`config.mk`:
```
export PLATFORM = sky130hd
export DESIGN_NAME = quad_switch_guard
export DESIGN_NICKNAME = d
export VERILOG_FILES = /design/src/rtl/qsg_pkg.sv /design/src/rtl/qsg_sync.sv /design/src/rtl/qsg_supervisor.sv /design/src/rtl/qsg_load_check.sv /design/src/rtl/qsg_err_delay.sv /design/src/rtl/quad_switch_guard.sv
export SDC_FILE = /design/constraint.sdc
export NUM_CORES = 1
export LEC_CHECK = 0
export ABC_AREA = 1
export ABC_CLOCK_PERIOD_IN_PS = 1900
export BUFFER_PORTS_ARGS = -buffer_cell sky130_fd_sc_hd__buf_2
export CORE_ASPECT_RATIO = 1.4
export CORE_MARGIN = 2
export CORE_UTILIZATION = 24
export CTS_BUF_LIST = sky130_fd_sc_hd__clkbuf_8 sky130_fd_sc_hd__clkbuf_16
export DETAILED_ROUTE_END_ITERATION = 8
export GPL_ROUTABILITY_DRIVEN = 0
export PLACE_DENSITY = 0.45
export SLEW_MARGIN = 20
export SYNTH_ARGS = -nofsm -noshare
export SYNTH_HDL_FRONTEND = slang
export SYNTH_SLANG_ARGS = --single-unit
```
`constraint.sdc`:
```
create_clock -name clk -period 1.9 [get_ports clk]
set_clock_uncertainty 0.05 [all_clocks]
set_input_delay 0.38 -clock clk [delete_from_list [all_inputs] [get_ports clk]]
set_output_delay 0.38 -clock clk [all_outputs]
set_load 0.005 [all_outputs]
```
`src/rtl/qsg_pkg.sv`:
```
package qsg_pkg;
  typedef struct packed {
    logic warn;
    logic shut;
    logic ovp;
  } qsg_stat_t;
endpackage

```
`src/rtl/qsg_sync.sv`:
```
module qsg_sync #(
  parameter int W = 1
) (
  input  logic         clk,
  input  logic         rst_n,
  input  logic [W-1:0] d_i,
  output logic [W-1:0] q_o
);
  logic [W-1:0] meta_q;
  logic [W-1:0] sync_q;

  always_ff @(posedge clk or negedge rst_n) begin
    if (!rst_n) begin
      meta_q <= '0;
      sync_q <= '0;
    end else begin
      meta_q <= d_i;
      sync_q <= meta_q;
    end
  end

  assign q_o = sync_q;
endmodule

```
`src/rtl/qsg_supervisor.sv`:
```
module qsg_supervisor #(
  parameter int NCH     = 4,
  parameter int ARM_CYC = 7500
) (
  input  logic           clk,
  input  logic           rst_n,
  input  logic           en_s,
  input  logic [NCH-1:0] cmd,
  input  logic           ovp_s,
  input  logic           uvp_s,
  input  logic           set_s,
  input  logic           hold_s,
  input  logic           line_s,
  output logic [NCH-1:0] gate_o,
  output logic           hot_o
);
  localparam int AW = $clog2(ARM_CYC + 1);
  localparam logic [AW-1:0] ARM_END = AW'(ARM_CYC);

  logic [AW-1:0]  arm_cnt_q, arm_cnt_d;
  logic           hot_q, hot_d;
  logic [NCH-1:0] gate_q, gate_d;
  logic           armed;
  logic           block;

  always_comb begin
    armed = en_s && (arm_cnt_q == ARM_END);
    if (!en_s)             arm_cnt_d = '0;
    else if (!armed)       arm_cnt_d = arm_cnt_q + 1'b1;
    else                   arm_cnt_d = arm_cnt_q;

    if (!en_s)             hot_d = 1'b0;
    else if (set_s)        hot_d = 1'b1;
    else if (!hold_s)      hot_d = 1'b0;
    else                   hot_d = hot_q;

    block  = ovp_s || uvp_s || hot_q || !line_s;
    gate_d = (armed && !block) ? cmd : '0;
  end

  always_ff @(posedge clk or negedge rst_n) begin
    if (!rst_n) begin
      arm_cnt_q <= '0;
      hot_q     <= 1'b0;
      gate_q    <= '0;
    end else begin
      arm_cnt_q <= arm_cnt_d;
      hot_q     <= hot_d;
      gate_q    <= gate_d;
    end
  end

  assign gate_o = gate_q;
  assign hot_o  = hot_q;


  sleep_gate_off_chk: assert property (@(posedge clk) disable iff (!rst_n)
    !en_s |=> (gate_q == '0));

  arm_before_gate_chk: assert property (@(posedge clk) disable iff (!rst_n)
    (gate_q != '0) |-> $past(armed));

  supply_gate_off_chk: assert property (@(posedge clk) disable iff (!rst_n)
    (ovp_s || uvp_s) |=> (gate_q == '0));

  hot_hold_chk: assert property (@(posedge clk) disable iff (!rst_n)
    (en_s && hot_q && hold_s) |=> hot_q);

  hot_gate_off_chk: assert property (@(posedge clk) disable iff (!rst_n)
    hot_q |=> (gate_q == '0));
endmodule

```
`src/rtl/qsg_load_check.sv`:
```
module qsg_load_check #(
  parameter int NCH = 4
) (
  input  logic           clk,
  input  logic           rst_n,
  input  logic           en_s,
  input  logic [NCH-1:0] cmd,
  input  logic [NCH-1:0] out_s,
  output logic [NCH-1:0] err_o
);
  logic [NCH-1:0] err_q;

  for (genvar i = 0; i < NCH; i++) begin : g_ch
    logic err_d;
    always_comb begin
      if (!en_s)       err_d = 1'b0;
      else if (cmd[i]) err_d = !out_s[i];
      else             err_d = out_s[i];
    end
    always_ff @(posedge clk or negedge rst_n) begin
      if (!rst_n) err_q[i] <= 1'b0;
      else        err_q[i] <= err_d;
    end
  end

  assign err_o = err_q;


  load_sleep_chk: assert property (@(posedge clk) disable iff (!rst_n)
    !en_s |=> (err_q == '0));
endmodule

```
`src/rtl/qsg_err_delay.sv`:
```
module qsg_err_delay #(
  parameter int ERR_DLY = 18750
) (
  input  logic clk,
  input  logic rst_n,
  input  logic fault,
  output logic err_n_o
);
  localparam int CW = $clog2(ERR_DLY + 1);
  localparam logic [CW-1:0] DLY_END = CW'(ERR_DLY);

  logic [CW-1:0] cnt_q, cnt_d;
  logic          err_n_q, err_n_d;

  always_comb begin
    if (!fault)                cnt_d = '0;
    else if (cnt_q != DLY_END) cnt_d = cnt_q + 1'b1;
    else                       cnt_d = cnt_q;
    err_n_d = !(fault && (cnt_d == DLY_END));
  end

  always_ff @(posedge clk or negedge rst_n) begin
    if (!rst_n) begin
      cnt_q   <= '0;
      err_n_q <= 1'b1;
    end else begin
      cnt_q   <= cnt_d;
      err_n_q <= err_n_d;
    end
  end

  assign err_n_o = err_n_q;


  flag_release_chk: assert property (@(posedge clk) disable iff (!rst_n)
    !fault |=> err_n_q);

  flag_fall_chk: assert property (@(posedge clk) disable iff (!rst_n)
    $fell(err_n_q) |-> $past(fault));
endmodule

```
`src/rtl/quad_switch_guard.sv`:
```
module quad_switch_guard
  import qsg_pkg::*;
#(
  parameter int NCH     = 4,
  parameter int ARM_CYC = 7500,
  parameter int ERR_DLY = 18750
) (
  input  logic           clk,
  input  logic           rst_n,
  input  logic           enable_i,
  input  logic [NCH-1:0] cmd_i,
  input  logic           ovp_i,
  input  logic           uvp_i,
  input  logic           temp_warn_i,
  input  logic           tshut_set_i,
  input  logic           tshut_hold_i,
  input  logic [NCH-1:0] out_hi_i,
  input  logic           tsd_line_i,
  output logic           tsd_pull_o,
  output logic [NCH-1:0] gate_o,
  output logic           err_n_o,
  output logic [NCH-1:0] load_err_o,
  output logic           stat_warn_o,
  output logic           stat_shut_o,
  output logic           stat_ovp_o
);
  localparam int SW = NCH + 7;

  logic [SW-1:0]  raw, synced;
  logic           en_s, ovp_s, uvp_s, warn_s, set_s, hold_s, line_s;
  logic [NCH-1:0] out_s;
  logic [NCH-1:0] gate;
  logic           hot;
  logic [NCH-1:0] load_err;
  qsg_stat_t      stat;
  logic           fault_any;

  assign raw = {out_hi_i, tsd_line_i, tshut_hold_i, tshut_set_i,
                temp_warn_i, uvp_i, ovp_i, enable_i};

  qsg_sync #(.W(SW)) i_sync (
    .clk  (clk),
    .rst_n(rst_n),
    .d_i  (raw),
    .q_o  (synced)
  );

  assign {out_s, line_s, hold_s, set_s, warn_s, uvp_s, ovp_s, en_s} = synced;

  qsg_supervisor #(.NCH(NCH), .ARM_CYC(ARM_CYC)) i_sup (
    .clk   (clk),
    .rst_n (rst_n),
    .en_s  (en_s),
    .cmd   (cmd_i),
    .ovp_s (ovp_s),
    .uvp_s (uvp_s),
    .set_s (set_s),
    .hold_s(hold_s),
    .line_s(line_s),
    .gate_o(gate),
    .hot_o (hot)
  );

  qsg_load_check #(.NCH(NCH)) i_load (
    .clk  (clk),
    .rst_n(rst_n),
    .en_s (en_s),
    .cmd  (cmd_i),
    .out_s(out_s),
    .err_o(load_err)
  );

  always_comb begin
    stat.warn = en_s && warn_s;
    stat.shut = en_s && (hot || !line_s);
    stat.ovp  = en_s && ovp_s;
    fault_any = (|load_err) || stat.warn || stat.shut || stat.ovp;
  end

  qsg_err_delay #(.ERR_DLY(ERR_DLY)) i_err (
    .clk    (clk),
    .rst_n  (rst_n),
    .fault  (fault_any),
    .err_n_o(err_n_o)
  );

  assign tsd_pull_o  = !en_s || hot;
  assign gate_o      = gate;
  assign load_err_o  = load_err;
  assign stat_warn_o = stat.warn;
  assign stat_shut_o = stat.shut;
  assign stat_ovp_o  = stat.ovp;


  ext_line_off_chk: assert property (@(posedge clk) disable iff (!rst_n)
    (en_s && !line_s) |=> (gate == '0));

  sleep_flag_chk: assert property (@(posedge clk) disable iff (!rst_n)
    (!en_s && $past(!en_s)) |-> (err_n_o && tsd_pull_o));
endmodule

```
==> metrics.txt, run 1 <==
status complete, no violations; CTS tree built; Leak 1.617 nW; mapped cell area roughly 0.0027 mm²; PwrDens 1004 mW/mm²; # DRC 0; GRT overflow 0; Post-Synthesis Net Count 323; YS warnings 0; Crit. End Element output pin; setup TNS 0 ns; # setup viols final 0; Finished Cell Area 0.003328 mm²; Hold Vio Cnt, Final 0; DR iter-0 viols 48; CTS H-tree lvls 3; clk root buf clkbuf_16; Hold Crit Class in2reg; die height 128.7 µm; clock latency on the worst-skew pair 0.33 ns; Final ANT Viol Nets 0; area grow syn2layout 24.77%; reg-to-reg slack, setup 0.16 ns; nets@finish ~370; leading cell types in the layout, fill and taps excluded 59 x dfrtp_1, 55 x nand2_1, 43 x nor2_1; TritonCTS Buffers 9; Synth Area per Inst between 8 and 9 µm²; drt wl/cell 12.67 µm; share of cells above drive strength 1 0.1960; maxcap violations 0; top cells by area, synth dfrtp_1 55%, nand2_1 7.9%, nor2_1 6.1%; final worst-path cycle share 0.9515; Yosys top cell by area dfrtp_1; maximum clock rate 553.1 MHz; aggregate global-route resource usage 0.1147; Vias roughly 2100; # IOs 30; core area around 0.011 mm²; post-layout min period 1.808 ns; Setup Buffers After CTS 0; measured slew at the worst slew-check pin 0.4090 ns; diode count 0; total die area 0.01199 mm²; top cell type's share of synthesized area 0.5535; required time worst endpoint 1.47 ns; Worst-path clk slew 0.06 ns; router iterations before antenna repair 4; Pins Over Slew Limit 0; fillcell total 1166; Starting Density 0.2455; Netlist cell types 29; Detailed Route WL 6248 µm; vias per inst 4.233; vias in the first global route around 2200; RSZ-0062 raised after global routing false; Max Root-Sink Buffers 2; CTS sink count 60; Synth Register Bits 60; Max-slew headroom 0.7274; placed cell area 0.003035 mm²; Max VDD drop 0.4105 mV; Setup CP Type reg2out; die span in x 93.10 µm; CP Data Arrival Time ~1.4 ns; Rows between 40 and 50; largest net degree at the start of global routing 46; startpoint type of the worst setup path register; Post-Syn Instances 302; initial antenna violation count 0; DP HPWL 4784 µm; first-pass GRT wire length 10320 µm; worst-path fanout max 6; IO Port Bufs 29; commonest non-fill, non-tap cell in the layout dfrtp_1; sequential fraction of the synthesis area 0.5633
[path summary, 6_finish.rpt]
path | end | from | cells past startpoint
worst min-delay path | i_sync.meta_q[7] | out_hi_i[0] | 1
worst max-delay path | tsd_pull_o | i_sync.q_o[0] | 4
max in group asynchronous | i_err.err_n_o | rst_n | 3
worst min register to register | i_sync.q_o[9] | i_sync.meta_q[9] | 0
worst max register to register | i_sup.gate_o[3] | i_sup.arm_cnt_q[0] | 8
min in group asynchronous | i_load.err_o[1] | rst_n | 2
[cell usage after synthesis]
master	n
dfrtp_1	59
nand2_1	56
nor2_1	43
inv_1	41
nand3_1	22
a21oi_1	11
nand4_1	10
nor3_1	10
o21ai_0	10
xnor2_1	6
ha_1	4
nand2_2	4
nor2_2	3
nor2_4	3
xor2_1	3
clkbuf_1	2
inv_2	2
or2_2	2
a21o_1	1
a31oi_1	1
and2_2	1
and3_1	1
buf_6	1
dfstp_2	1
nand3_2	1
nand3b_1	1
nor4_1	1
o21a_1	1
o21bai_1	1
[repair_timing]
item                                    in CTS  in global routing
gates resized for setup                      0                  1
endpoints found under the hold margin       15                  0
endpoints found under the setup margin       0                  1
hold buffers                                 1                  0
[state kept, by name, indices dropped and copies added (netlist names)]
name / count
i_err.cnt_q: 15
i_err.err_n_o: 1
i_load.err_o: 4
i_sup.arm_cnt_q: 13
i_sup.gate_o: 4
i_sup.hot_o: 1
i_sync.meta_q: 11
i_sync.q_o: 11
[cell type report]
type,instances,area (µm²),area share
clock inverter,6,41.29,0.01241
tap,141,176.4,0.05301
sequential,60,1503,0.4515
multi-input combinational,196,987.2,0.2966
timing repair buffer,37,220.2,0.06617
inverter,43,161.4,0.04850
clock buffer,10,239.0,0.07180
[power by group]
group / internal [W] / switching, W
registers: 0.00136 / 0.0000897
logic: 0.000164 / 0.000246
clock network: 0.000912 / 0.000567
[stage by stage]
step,power [W],worst slack [ns],hold slack (ns),util,cells
6_report,0.003342,0.09215,0.1044,0.3063,493
4_1_cts,0.003401,0.07100,0.09287,0.3060,493
3_3_place_gp,0.001893,0.1732,0.2819,0.2793,476
5_1_grt,0.003516,0.01434,0.09304,0.3063,493
3_5_place_dp,0.001891,0.1717,0.2848,0.2793,476
2_1_floorplan,0.001714,0.3892,0.03441,-,302
[cells by family (layout without fill, tap and decap cells)]
family          Yosys count  after routing  share of synthesized area
flops                    60             60                     0.5633
fa+ha+maj                 4              4                    0.01876
simple gates            158            158                     0.2706
xor+xnor                  9              9                    0.02955
buf+inv                  46             96                    0.06754
compound gates           25             25                    0.05019
[layer usage]
layer	routed length, µm	GRT usage	vias up
met1	2588	0.1247	983
met2	3217	0.2012	40
met4	215	0.06315	0
met3	226	0.03103	14
li1	-	-	1050
met5	0	0	-
[worst max-delay path: stages (launching register included)]
cell and delay (ns):
dfrtp_1 0.44, buf_4 0.18, inv_1 0.05, or2_2 0.26, buf_2 0.13
Note: power is estimated with default switching activity, not from simulation.
==> run 2, diff against run 1 <==
--- a/config.mk
+++ b/config.mk
@@ -14,6 +14,7 @@
 export CTS_BUF_LIST = sky130_fd_sc_hd__clkbuf_8 sky130_fd_sc_hd__clkbuf_16
 export DETAILED_ROUTE_END_ITERATION = 8
 export GPL_ROUTABILITY_DRIVEN = 0
+export MAX_ROUTING_LAYER = met4
 export PLACE_DENSITY = 0.45
 export SLEW_MARGIN = 20
 export SYNTH_ARGS = -nofsm -noshare
==> run 2 against run 1 <==
Effect of this change:
- flip-flop and latch count unchanged
- non-clock buffer count stayed put
- count of clock-buffer cells in the layout is the same
- combinational power about the same
- core utilization stayed put
- final cell count is the same
- via count fell by 0.43%
- clock power barely moved
- setup slack improved by 0.012 ns
- sequential share of layout area stayed put
- first-iteration DRC count down 10%
- critical endpoint unchanged
- largest cell class unchanged
==> metrics.txt, run 2 (same netlist as run 1, synthesis figures left out) <==
initial antenna violation count 0 (unchanged); vias in the first global route 2137 (-0.65%); maxcap violations 0 (unchanged); IO Port Bufs 29 (unchanged); Final Total Pwr 0.003343 W (about the same); max reg flops 15 (unchanged); CP Buf/Inv Count 3 (unchanged); commonest non-fill, non-tap cell in the layout dfrtp_1; Max Root-Sink Buffers 2 (unchanged); vias per inst 4.215 (-0.43%); area grow syn2layout 24.77% (unchanged); PwrDens 1004 mW/mm² (about the same); setup TNS 0 ns (unchanged); reg2reg start i_sup.arm_cnt_q[0]; Setup CP Type reg2out; cell internal pwr 0.002439 W (about the same); Leak 1.617 nW (unchanged); RSZ-0062 raised after global routing false; Largest regs i_err.cnt_q x15, i_sup.arm_cnt_q x13; reg-to-reg slack, setup 0.17 ns (about the same); GRT overflow 0 (unchanged); DP HPWL 4784 µm (unchanged); router iterations before antenna repair 4 (unchanged); share of power burned in registers 0.435 (about the same); CTS H-tree lvls 3 (unchanged); CTS sink count 60 (unchanged); Rows 45 (unchanged); Worst-path clk slew 0.06 ns (about the same); CP Data Arrival Time 1.37 ns (about the same); Crit. End Element output pin; post-layout min period 1.796 ns (-0.01153 ns); clk root buf clkbuf_16; DR iter-0 viols 43 (-10%); diode count 0 (unchanged); Detailed Route WL 6297 µm (+0.78%); first-pass GRT wire length 10340 µm (+0.20%); # IOs 30 (unchanged); Final ANT Viol Nets 0 (unchanged); clock network power share 0.443 (about the same); leading cell types in the layout, fill and taps excluded 59 x dfrtp_1, 55 x nand2_1, 43 x nor2_1; Critical Path Stages 4 (unchanged); Hold Vio Cnt, Final 0 (unchanged); Most flops, register i_err.cnt_q; CTS tree built; total die area 0.01199 mm² (unchanged); Hold Crit Class in2reg; Switch Pwr 0.0009033 W (about the same); dpl ws 0.1717 ns (unchanged); share of cells above drive strength 1 0.1960 (unchanged); core area 0.01087 mm² (unchanged); aggregate global-route resource usage 0.1187 (+0.003985); die span in x 93.10 µm (unchanged); # setup viols final 0 (unchanged); Final WS setup 0.1037 ns (+0.01153 ns); slowest stage delay, CP 0.43 ns (about the same); required time worst endpoint 1.47 ns (about the same); TritonCTS Buffers 9 (unchanged); Vias 2078 (-0.43%); drt wl/cell 12.77 µm (+0.78%); Max VDD drop 0.4104 mV (about the same); largest net degree at the start of global routing 46 (unchanged); Starting Density 0.2455 (unchanged); nets@finish 368 (unchanged); CP endpoint tsd_pull_o; startpoint type of the worst setup path register; measured slew at the worst slew-check pin 0.4094 ns (+0.0004160 ns); CP cell instances buf_4 -> inv_1 -> or2_2 -> buf_2; Max-slew headroom 0.7271 (about the same); Worst path top cell family by delay flip-flops; Gate power share 0.123 (about the same); slowest stage cell, crit path dfrtp_1; status complete, no violations; clock latency on the worst-skew pair 0.33 ns (about the same); maximum clock rate 556.7 MHz (+0.64%); worst-path fanout max 6 (unchanged); die height 128.7 µm (unchanged); CP Launch Point i_sync.q_o[0]; final worst-path cycle share 0.9454 (-0.006068); switching share of power 0.2702 (about the same); R2R depth 8 (unchanged); worst r2r dst i_sup.gate_o[3]; Pins Over Slew Limit 0 (unchanged); Core Util, Final 0.3063 (unchanged); # DRC 0 (unchanged)
==> run 2: worst min-delay path by stage <==
stage                      from                to  slack, ns  cells past startpoint
floorplan                 rst_n    i_err.cnt_q[0]       0.03                      0
global placement          rst_n   i_load.err_o[1]       0.28                      1
detailed placement        rst_n   i_load.err_o[1]       0.28                      1
CTS                 out_hi_i[0]  i_sync.meta_q[7]       0.09                      1
global route        out_hi_i[0]  i_sync.meta_q[7]       0.09                      1
finish              out_hi_i[0]  i_sync.meta_q[7]       0.11                      1
==> run 2: final cells by class <==
cell class | count | area [µm²]
multi-input combinational | 196 | 987.2
clock buffer | 10 | 239.0
sequential | 60 | 1503
clock inverter | 6 | 41.29
timing repair buffer | 37 | 220.2
inverter | 43 | 161.4
fill | 1166 | 7538
tap | 141 | 176.4
==> run 2: timing repair <==
| action | 4_1_cts | 5_1_grt |
|---|---|---|
| endpoints found under the hold margin | 15 | 0 |
| gates resized for setup | 0 | 1 |
| endpoints found under the setup margin | 0 | 1 |
| hold buffers | 1 | 0 |
| setup buffers | 0 | 0 |
==> run 2: metal layers <==
layer	up-vias	GRT usage	part of all wire
li1	1047	-	-
met4	0	0.05796	0.033
met3	14	0.03630	0.036
met5	-	-	0
met1	972	0.1258	0.42
met2	45	0.2003	0.51
==> run 2: stage by stage <==
stage,std cells,hold WS (ns),instance area (µm²)
2_1_floorplan,302,0.03441,2668
3_3_place_gp,476,0.2819,3035
3_5_place_dp,476,0.2848,3035
4_1_cts,493,0.09287,3326
5_1_grt,493,0.09037,3328
6_report,493,0.1050,3328
==> run 2: power by group through the flow <==
stage / Sequential, W / Combinational [W] / Clock [W]
3_3_place_gp: 0.00147 / 0.000420 / 0
3_5_place_dp: 0.00147 / 0.000416 / 0
6_report: 0.00145 / 0.000410 / 0.00148
2_1_floorplan: 0.00145 / 0.000263 / 0
5_1_grt: 0.00146 / 0.000468 / 0.00159
4_1_cts: 0.00145 / 0.000420 / 0.00153
==> run 3, diff against run 2 <==
==> constraint.sdc (replaced) <==
create_clock -name clk -period 1.9 [get_ports clk]
set_clock_uncertainty 0.05 [all_clocks]
set_input_delay 0.38 -clock clk [delete_from_list [all_inputs] [get_ports clk]]
set_output_delay 0.38 -clock clk [all_outputs]
set_load 0.02 [all_outputs]
==> run 3 against run 2 <==
Effect of this change:
- clock power grew 20%
- setup slack improved by 0.033 ns
- first-iteration DRC count grew 12%
- die area unchanged
- maximum frequency grew 1.9%
- wire length increased by 1.2%
- final cell count did not move
- power up 9.2%
- critical path type unchanged
- critical endpoint unchanged
- largest cell class unchanged
- largest power group unchanged
- highest routed layer unchanged
==> metrics.txt, run 3 (same netlist as run 1, synthesis figures left out) <==
leading cell types in the layout, fill and taps excluded 59 x dfrtp_1, 55 x nand2_1, 43 x nor2_1; slowest stage cell, crit path dfrtp_1; Worst-path clk slew 0.05 ns (about the same); core area 0.01087 mm² (unchanged); Largest regs i_err.cnt_q x15, i_sup.arm_cnt_q x13; vias per inst 4.341 (+3.0%); Setup CP Type reg2out; die height 128.7 µm (unchanged); TritonCTS Buffers 9 (unchanged); nets@finish 368 (unchanged); CTS H-tree lvls 3 (unchanged); area of the multi-input gates 998.5 µm² (+1.1%); Max Root-Sink Buffers 2 (unchanged); setup TNS 0 ns (unchanged); Starting Density 0.2455 (unchanged); PwrDens 1078 mW/mm² (+7.4%); Vias 2140 (+3.0%); # DRC 0 (unchanged); Most flops, register i_err.cnt_q; total die area 0.01199 mm² (unchanged); largest net degree at the start of global routing 46 (unchanged); DR iter-0 viols 48 (+12%); area grow syn2layout 26.92%; GRT overflow 0 (unchanged); Detailed Route WL 6375 µm (+1.2%); CTS sink count 60 (unchanged); flip-flop and latch area 0.001503 mm² (unchanged); Crit. End Element output pin; final worst-path cycle share 0.9282 (-0.01727); Pins Over Slew Limit 0 (unchanged); Max VDD drop 0.4215 mV (+2.7%); placed cell area 0.003035 mm² (unchanged); DP HPWL 4838 µm (+1.1%); router iterations before antenna repair 5 (+1); measured slew at the worst slew-check pin 0.4047 ns (-0.004658 ns); clk root buf clkbuf_16; Final ANT Viol Nets 0 (unchanged); required time worst endpoint 1.47 ns (about the same); CP Data Arrival Time 1.33 ns (-0.04 ns); Finished Cell Area 0.003386 mm² (+1.7%); RSZ-0062 raised after global routing false; Rows 45 (unchanged); slowest stage delay, CP 0.46 ns (+0.03 ns); fillcell total 1130 (-3.1%); Hold Slack 0.09822 ns (-0.006793 ns); switching share of power 0.2580 (-0.01222); CTS tree built; diode count 0 (unchanged); CP cell instances inv_1 -> or2_2 -> buf_2; post-layout min period 1.764 ns (-0.03281 ns); aggregate global-route resource usage 0.1238 (+0.005103); Leak 1.638 nW (+1.3%); IO Port Bufs 29 (unchanged); Max-slew headroom 0.7302 (+0.003106); clock network power share 0.486 (+0.043); worst-path fanout max 9 (+3); cell internal pwr 0.002709 W (+11%); # setup viols final 0 (unchanged); Switch Pwr 0.0009419 W (+4.3%); clock latency on the worst-skew pair 0.34 ns (about the same); die span in x 93.10 µm (unchanged); Hold Crit Class in2reg; status complete, no violations; share of cells above drive strength 1 0.2045 (+0.008523); maxcap violations 0 (unchanged); commonest non-fill, non-tap cell in the layout dfrtp_1; first-pass GRT wire length 10680 µm (+3.3%); Gate power share 0.117 (-0.006); max reg flops 15 (unchanged); maximum clock rate 567.1 MHz (+1.9%); startpoint type of the worst setup path register; vias in the first global route 2196 (+2.8%); drt wl/cell 12.93 µm (+1.2%); initial antenna violation count 0 (unchanged); share of power burned in registers 0.397 (-0.038); # IOs 30 (unchanged); Hold Vio Cnt, Final 0 (unchanged)
[run 3: power groups by stage]
stage          sequential (W)  clock, W  combinational (W)
2_1_floorplan         0.00146         0           0.000269
3_5_place_dp          0.00147         0           0.000426
4_1_cts               0.00145   0.00181           0.000429
5_1_grt               0.00146   0.00188           0.000483
6_report              0.00145   0.00177           0.000426
3_3_place_gp          0.00147         0           0.000434
[run 3: metal layers]
metal	share of wire	track usage	vias to the layer above	wire length, µm
li1	-	-	1054	-
met1	0.39	0.1308	1019	2485
met2	0.54	0.2136	54	3434
met3	0.043	0.02342	13	274
met4	0.028	0.07353	0	180
met5	0	-	-	0
[run 3: final cells by class]
class,count,share of cell area
clock buffer,10,0.07058
clock inverter,6,0.02587
inverter,43,0.04767
multi-input combinational,196,0.2949
sequential,60,0.4438
tap,141,0.05211
timing repair buffer,37,0.06504
[run 3: metrics by stage]
| step | utilization | setup slack, ns | power (W) | cells |
|---|---|---|---|---|
| finish | 0.3116 | 0.1365 | 0.003651 | 493 |
| floorplan | - | 0.3892 | 0.001728 | 302 |
| global route | 0.3116 | 0.01736 | 0.003830 | 493 |
| detailed placement | 0.2793 | 0.09588 | 0.001899 | 476 |
| global placement | 0.2793 | 0.07015 | 0.001907 | 476 |
| CTS | 0.3103 | 0.08181 | 0.003692 | 493 |
[run 3: path summary, 6_finish.rpt]
check,from,to,slack [ns],cells past startpoint
max reg2reg,i_sup.arm_cnt_q[0],i_sup.gate_o[2],0.15,8
max in group asynchronous,rst_n,i_err.err_n_o,0.73,3
max,i_sync.q_o[0],tsd_pull_o,0.14,3
min in group asynchronous,rst_n,i_load.err_o[1],0.45,2
min reg2reg,i_sync.meta_q[5],i_sync.q_o[5],0.29,0
min,enable_i,i_sync.meta_q[0],0.1,1
[run 3: timing repair]
item | 4_1_cts | 5_1_grt
hold buffers | 1 | 0
resized for setup | 0 | 4
setup buffers | 0 | 0
hold endpoints to repair | 15 | 0
setup endpoints to repair | 0 | 5
[run 3: worst max-delay path: cells and delay by family, from the launching register on]
kind / cells / cell delay [ns]
AND/OR/NAND/NOR: 1 / 0.29
buffers and inverters: 2 / 0.25
flip-flops: 1 / 0.46
